==> src/rtl/zs_pkg.sv <==
package zs_pkg;

  localparam int SP_W = 2;              // superpixel width in columns
  localparam int SP_H = 8;              // superpixel height in rows
  localparam int SP_N = SP_W * SP_H;    // pixels per superpixel

  typedef enum logic [2:0] {
    ST_IDLE,
    ST_COL,
    ST_SP,
    ST_PIX,
    ST_DATA,
    ST_DONE
  } walk_state_e;

  // Flat pixel number for double column dcol, superpixel spix, slot k.
  // Slots 0..7 are the left column, rows ascending; slots 8..15 the right.
  function automatic int pix_index(int dcol, int spix, int k, int nrow);
    return (SP_W * dcol + k / SP_H) * nrow + SP_H * spix + (k % SP_H);
  endfunction

endpackage

==> src/rtl/zs_flag_latch.sv <==
module zs_flag_latch #(
  parameter int NPIX = 64
) (
  input  logic            clk,
  input  logic            rst_n,
  input  logic            load,
  input  logic            clear,
  input  logic [NPIX-1:0] flags_in,
  output logic [NPIX-1:0] flags_q
);

  always_ff @(posedge clk) begin
    if (!rst_n)     flags_q <= '0;
    else if (load)  flags_q <= flags_in;
    else if (clear) flags_q <= '0;
  end

endmodule

==> src/rtl/zs_flag_tree.sv <==
module zs_flag_tree import zs_pkg::*; #(
  parameter int NCOL = 4,
  parameter int NROW = 16
) (
  input  logic [NCOL*NROW-1:0]                 pix_flags,
  output logic [(NCOL/SP_W)*(NROW/SP_H)-1:0]   sp_flags,
  output logic [(NCOL/SP_W)-1:0]               col_flags
);

  localparam int NDC = NCOL / SP_W;
  localparam int NSP = NROW / SP_H;

  for (genvar d = 0; d < NDC; d++) begin : g_dcol
    for (genvar s = 0; s < NSP; s++) begin : g_sp
      // left column segment OR right column segment
      assign sp_flags[d*NSP+s] =
          (|pix_flags[(SP_W*d)*NROW + SP_H*s +: SP_H]) |
          (|pix_flags[(SP_W*d+1)*NROW + SP_H*s +: SP_H]);
    end
    assign col_flags[d] = |sp_flags[d*NSP +: NSP];
  end

endmodule

==> src/rtl/zs_walker.sv <==
module zs_walker import zs_pkg::*; #(
  parameter int NCOL = 4,
  parameter int NROW = 16,
  parameter int DW   = 4
) (
  input  logic                        clk,
  input  logic                        rst_n,
  input  logic                        start,
  input  logic [NCOL*NROW-1:0]        pix_flags,
  input  logic [(NCOL/SP_W)*(NROW/SP_H)-1:0] sp_flags,
  input  logic [(NCOL/SP_W)-1:0]      col_flags,
  input  logic [NCOL*NROW*DW-1:0]     pix_cnt,
  output logic                        sout_valid,
  output logic                        sout_bit,
  output logic                        done,
  output logic                        load,
  output logic                        clear,
  output logic                        last_bit,
  output walk_state_e                 state
);

  localparam int NDC  = NCOL / SP_W;
  localparam int NSP  = NROW / SP_H;
  localparam int NPIX = NCOL * NROW;
  localparam int DCW  = (NDC > 1) ? $clog2(NDC) : 1;
  localparam int SPW  = (NSP > 1) ? $clog2(NSP) : 1;
  localparam int KW   = $clog2(SP_N);
  localparam int BW   = (DW > 1) ? $clog2(DW) : 1;
  localparam int PIW  = (NPIX > 1) ? $clog2(NPIX) : 1;
  localparam int SIW  = (NDC*NSP > 1) ? $clog2(NDC*NSP) : 1;
  localparam int DIW  = $clog2(NPIX*DW);

  walk_state_e    st_n;
  logic [DCW-1:0] dc, dc_n;
  logic [SPW-1:0] sp, sp_n;
  logic [KW-1:0]  k, k_n;
  logic [BW-1:0]  b, b_n;

  logic [PIW-1:0] cur_pix;
  logic [SIW-1:0] cur_sp;
  logic [DIW-1:0] cur_bit;
  logic           cflag, sflag, pflag, dbit;
  logic           adv_pix, adv_sp, adv_col;

  always_comb begin
    cur_pix = PIW'(pix_index(int'(dc), int'(sp), int'(k), NROW));
    cur_sp  = SIW'(int'(dc) * NSP + int'(sp));
    cur_bit = DIW'(int'(cur_pix) * DW + int'(b));
    cflag   = col_flags[dc];
    sflag   = sp_flags[cur_sp];
    pflag   = pix_flags[cur_pix];
    dbit    = pix_cnt[cur_bit];
  end

  // next-state walk: a skip at one level cascades into the level above
  always_comb begin
    st_n = state; dc_n = dc; sp_n = sp; k_n = k; b_n = b;
    adv_pix = 1'b0; adv_sp = 1'b0; adv_col = 1'b0;
    unique case (state)
      ST_IDLE: if (start) begin st_n = ST_COL; dc_n = '0; end
      ST_COL:  if (cflag) begin st_n = ST_SP; sp_n = '0; end
               else adv_col = 1'b1;
      ST_SP:   if (sflag) begin st_n = ST_PIX; k_n = '0; end
               else adv_sp = 1'b1;
      ST_PIX:  if (pflag) begin st_n = ST_DATA; b_n = BW'(DW-1); end
               else adv_pix = 1'b1;
      ST_DATA: if (b == '0) adv_pix = 1'b1;
               else b_n = b - 1'b1;
      ST_DONE: st_n = ST_IDLE;
      default: st_n = ST_IDLE;
    endcase
    if (adv_pix) begin
      if (k == KW'(SP_N-1)) adv_sp = 1'b1;
      else begin k_n = k + 1'b1; st_n = ST_PIX; end
    end
    if (adv_sp) begin
      if (sp == SPW'(NSP-1)) adv_col = 1'b1;
      else begin sp_n = SPW'(int'(sp) + 1); st_n = ST_SP; end
    end
    if (adv_col) begin
      if (dc == DCW'(NDC-1)) st_n = ST_DONE;
      else begin dc_n = DCW'(int'(dc) + 1); st_n = ST_COL; end
    end
  end

  always_ff @(posedge clk) begin
    if (!rst_n) begin
      state <= ST_IDLE;
      dc <= '0; sp <= '0; k <= '0; b <= '0;
    end else begin
      state <= st_n;
      dc <= dc_n; sp <= sp_n; k <= k_n; b <= b_n;
    end
  end

  always_comb begin
    sout_valid = (state == ST_COL) || (state == ST_SP) ||
                 (state == ST_PIX) || (state == ST_DATA);
    unique case (state)
      ST_COL:  sout_bit = cflag;
      ST_SP:   sout_bit = sflag;
      ST_PIX:  sout_bit = pflag;
      ST_DATA: sout_bit = dbit;
      default: sout_bit = 1'b0;
    endcase
    done     = (state == ST_DONE);
    load     = (state == ST_IDLE) && start;
    clear    = done;
    last_bit = sout_valid && (st_n == ST_DONE);
  end

endmodule

==> src/rtl/zs_readout.sv <==
module zs_readout import zs_pkg::*; #(
  parameter int NCOL = 4,
  parameter int NROW = 16,
  parameter int DW   = 4
) (
  input  logic                    clk,
  input  logic                    rst_n,
  input  logic                    start,
  input  logic [NCOL*NROW-1:0]    pix_hit,
  input  logic [NCOL*NROW*DW-1:0] pix_cnt,
  output logic                    sout_valid,
  output logic                    sout_bit,
  output logic                    done
);

  localparam int NDC  = NCOL / SP_W;
  localparam int NSP  = NROW / SP_H;
  localparam int NPIX = NCOL * NROW;

  logic [NPIX-1:0]    flags_q;
  logic [NDC*NSP-1:0] sp_flags;
  logic [NDC-1:0]     col_flags;
  logic               load, clear, last_bit;
  walk_state_e        walk_st;

  zs_flag_latch #(.NPIX(NPIX)) u_latch (
    .clk(clk), .rst_n(rst_n), .load(load), .clear(clear),
    .flags_in(pix_hit), .flags_q(flags_q)
  );

  zs_flag_tree #(.NCOL(NCOL), .NROW(NROW)) u_tree (
    .pix_flags(flags_q), .sp_flags(sp_flags), .col_flags(col_flags)
  );

  zs_walker #(.NCOL(NCOL), .NROW(NROW), .DW(DW)) u_walk (
    .clk(clk), .rst_n(rst_n), .start(start),
    .pix_flags(flags_q), .sp_flags(sp_flags), .col_flags(col_flags),
    .pix_cnt(pix_cnt),
    .sout_valid(sout_valid), .sout_bit(sout_bit), .done(done),
    .load(load), .clear(clear), .last_bit(last_bit), .state(walk_st)
  );

endmodule

==> config.mk <==
export PLATFORM = sky130hd
export DESIGN_NAME = zs_readout
export DESIGN_NICKNAME = d
export VERILOG_FILES = /design/src/rtl/zs_pkg.sv /design/src/rtl/zs_flag_latch.sv /design/src/rtl/zs_flag_tree.sv /design/src/rtl/zs_walker.sv /design/src/rtl/zs_readout.sv
export SDC_FILE = /design/constraint.sdc
export NUM_CORES = 1
export LEC_CHECK = 0
export BUFFER_PORTS_ARGS = -buffer_cell sky130_fd_sc_hd__buf_2
export CORE_MARGIN = 2
export CORE_UTILIZATION = 40
export CTS_BUF_LIST = sky130_fd_sc_hd__clkbuf_4 sky130_fd_sc_hd__clkbuf_8
export DETAILED_ROUTE_END_ITERATION = 6
export PLACE_DENSITY_LB_ADDON = 0.12
export SYNTH_ARGS = -nofsm -noshare
export SYNTH_HDL_FRONTEND = slang
export SYNTH_SLANG_ARGS = --single-unit
==> constraint.sdc <==
create_clock -name clk -period 3 [get_ports clk]
set_input_delay 0.6 -clock clk [delete_from_list [all_inputs] [get_ports clk]]
set_output_delay 0.6 -clock clk [all_outputs]
set_load 0.01 [all_outputs]
==> metrics.txt <==
total CTS buffers=9; WP data arrival=2.79 ns; Hold-fix buffers, CTS=0; Hold Violations, Final=0; Gate power share=43.4%; antenna violations before repair=0; CTS Sinks=75; cell area after layout=0.00825 sq mm; Net Switching=0.00144 W; register area share after synthesis=25.2%; RSZ-0062 raised after global routing=true; WHS=0.479 ns; CP Class=flop to output port; Vias=6450; PortBufs=325; Mapped Area=0.00596 sq mm; first-pass GRT wire length=33.9 mm; clock buffer depth=2; failing checks=design-rule violations, negative setup slack; commonest non-fill, non-tap cell in the layout=buf_2; area share of the largest cell type after synthesis=25.2%; die width=126 um; Int Pwr=0.00249 W; worst-path fanout max=5; Synth cell types=61; Slew HR=42.4%; hold crit path type=input pin to flop; TNS Setup=-0.393 ns; CP max stage delay=0.51 ns; Syn. warnings=0; Area Growth Syn to Fin=38.3%; core footprint=0.0145 sq mm; clk root buf=clkbuf_8; slack of the worst reg-to-reg path=0.51 ns; switching share of power=36.6%; synthesized flop and latch total=75; Overflow after GRT=0; ys flop type=dfxtp_1; WL per Instance=19.3 um; Initial Utilization=41.0%; EDFF count, synth=0; commonest cells after routing, fill and taps aside=buf_2, nor2_1, a22oi_1, dfxtp_1, mux2i_1; fraction of registers with async set/reset=0%; Mapped Cells=608; Worst VDD drop=0.284 mV; largest net degree at the start of global routing=50; register share of total power=34.4%; H-tree levels=3; min Tclk post-route=3.39 ns; PwrDens=476 mW/mm^2; CP Cell Sequence=bufbuf_16, mux4_2, mux4_2, o21ai_2, o21ai_1, a211oi_2, o311ai_2, buf_2; Rows=44; DRT antenna net count=0; Tot GR Track Use=26.7%; Die Area=0.0159 sq mm; ant diodes=0; share of cells above drive strength 1=49.4%; final slew viol count=0; Final #Nets=1260; dpl cell area=0.00790 sq mm; Hold Path Depth=3; CP endpoint kind=output port; die height=126 um; worst slew pin tran=0.863 ns; vias in the first global route=6680; crit path launch type=flop; Max-Cap Viols=0; Detailed Route Iter0 Violations=523; status=complete, but fails checks; clk_lat worst skew=0.36 ns; Vias/cell=5.74; Setup WS post-layout=-0.393 ns; ranking of synthesized cells by area=dfxtp_1, mux4_2, mux2i_1, a22oi_1, mux4_1; most used cell, CP=mux4_2; io pins=326; Worst EP required=2.40 ns; drt drc=10; setup violators final=1; Leak Pwr=3.37 nW; crit share post-route=113%; hpwl dp=17.3 mm; Slowest-stage cell, CP=mux4_2; dominant cell type by area after synthesis=dfxtp_1; Layout Skew=0.0118 ns; gp weighted congestion=0.901; Clk pwr share=22.2%; r2r worst-path depth=8; Avg Cell Area, Syn=9.81 sq um; final wirelength=21.7 mm; clk slew on worst S/H paths=0.08 ns; DR pass1 iterations=7; syn_nets=933; TritonCTS clock tree=yes; FMAX=295 MHz
-- worst paths after layout --
| check | start | to |
|---|---|---|
| setup reg to reg | u_walk.k[2] | u_walk.state[0] |
| hold / removal | pix_hit[51] | u_latch.flags_q[51] |
| hold reg to reg | u_latch.flags_q[24] | u_latch.flags_q[24] |
| setup / recovery | u_walk.b[0] | sout_bit |
-- stage by stage --
stage | power (W) | utilization (%) | worst slack (ns) | instances
after global routing | 0.00417 | 56.7 | -0.494 | 1124
after global placement | 0.00300 | 54.4 | -0.336 | 1103
after detailed placement | 0.00304 | 54.4 | -0.309 | 1103
final | 0.00392 | 56.7 | -0.393 | 1124
after CTS | 0.00394 | 56.7 | -0.442 | 1124
after floorplan | 0.00244 | - | 0.269 | 608
-- critical path, delay by kind of cell, from the launching register on --
| kind | cells | cell delay [ns] |
|---|---|---|
| compound gates | 4 | 0.61 |
| mux | 2 | 1.00 |
| buf+inv | 2 | 0.45 |
| flops | 1 | 0.37 |
-- state kept, by name, summed over array words and instances, names as in the netlist --
register,cells
u_walk.k,4
u_walk.dc,1
u_walk.b,2
u_walk.sp,1
u_walk.state,3
u_latch.flags_q,64
-- area by class of cell --
type                    count  area, sq um
inverters                   6         22.5
repair buffers            373         2160
flip-flops and latches     75         1510
multi-input cells         470         4100
clock inverters             6         90.1
fillers                  1332         6290
well taps                 184          230
clock buffers              10          131
-- kinds of logic after synthesis --
family / share of synthesized area, %
multiplexers: 32.7
buffers and inverters: 6.63
XOR/XNOR: 0.294
flip-flops: 25.2
AND/OR/NAND/NOR: 14.8
adder cells (fa/ha/maj): 0.420
AO/OA/AOI/OAI: 20.0
-- power by group through the flow --
stage	Sequential [W]	Combinational [W]	Clock, W
5_1_grt	0.00137	0.00186	0.000935
2_1_floorplan	0.00131	0.00113	0
4_1_cts	0.00135	0.00170	0.000889
3_5_place_dp	0.00137	0.00167	0
3_3_place_gp	0.00136	0.00164	0
6_report	0.00135	0.00170	0.000873
-- per-layer routing --
metal	share of wire, %	global-route usage [%]
met2	49	45.8
met1	43	34.7
met5	0	0
met4	0.92	6.01
met3	6.8	5.44
-- synthesized netlist by cell type (11+ instances only) --
cell type and n:
mux2i_1 67, mux4_1 17, dfxtp_1 75, a21oi_1 23, mux4_2 35, nor2_1 80, buf_6 11, nand2_1 27
nor4_1 16, clkbuf_1 26, nand3_1 19, a22oi_1 71
-- timing repair --
| action | 4_1_cts | 5_1_grt |
|---|---|---|
| pin swaps | 4 | 4 |
| buffers inserted | 3 | 1 |
| resized for setup | 12 | 9 |
| cloned | 2 | 0 |
| setup endpoints to repair | 1 | 1 |
(Power assumes the default switching activity.)
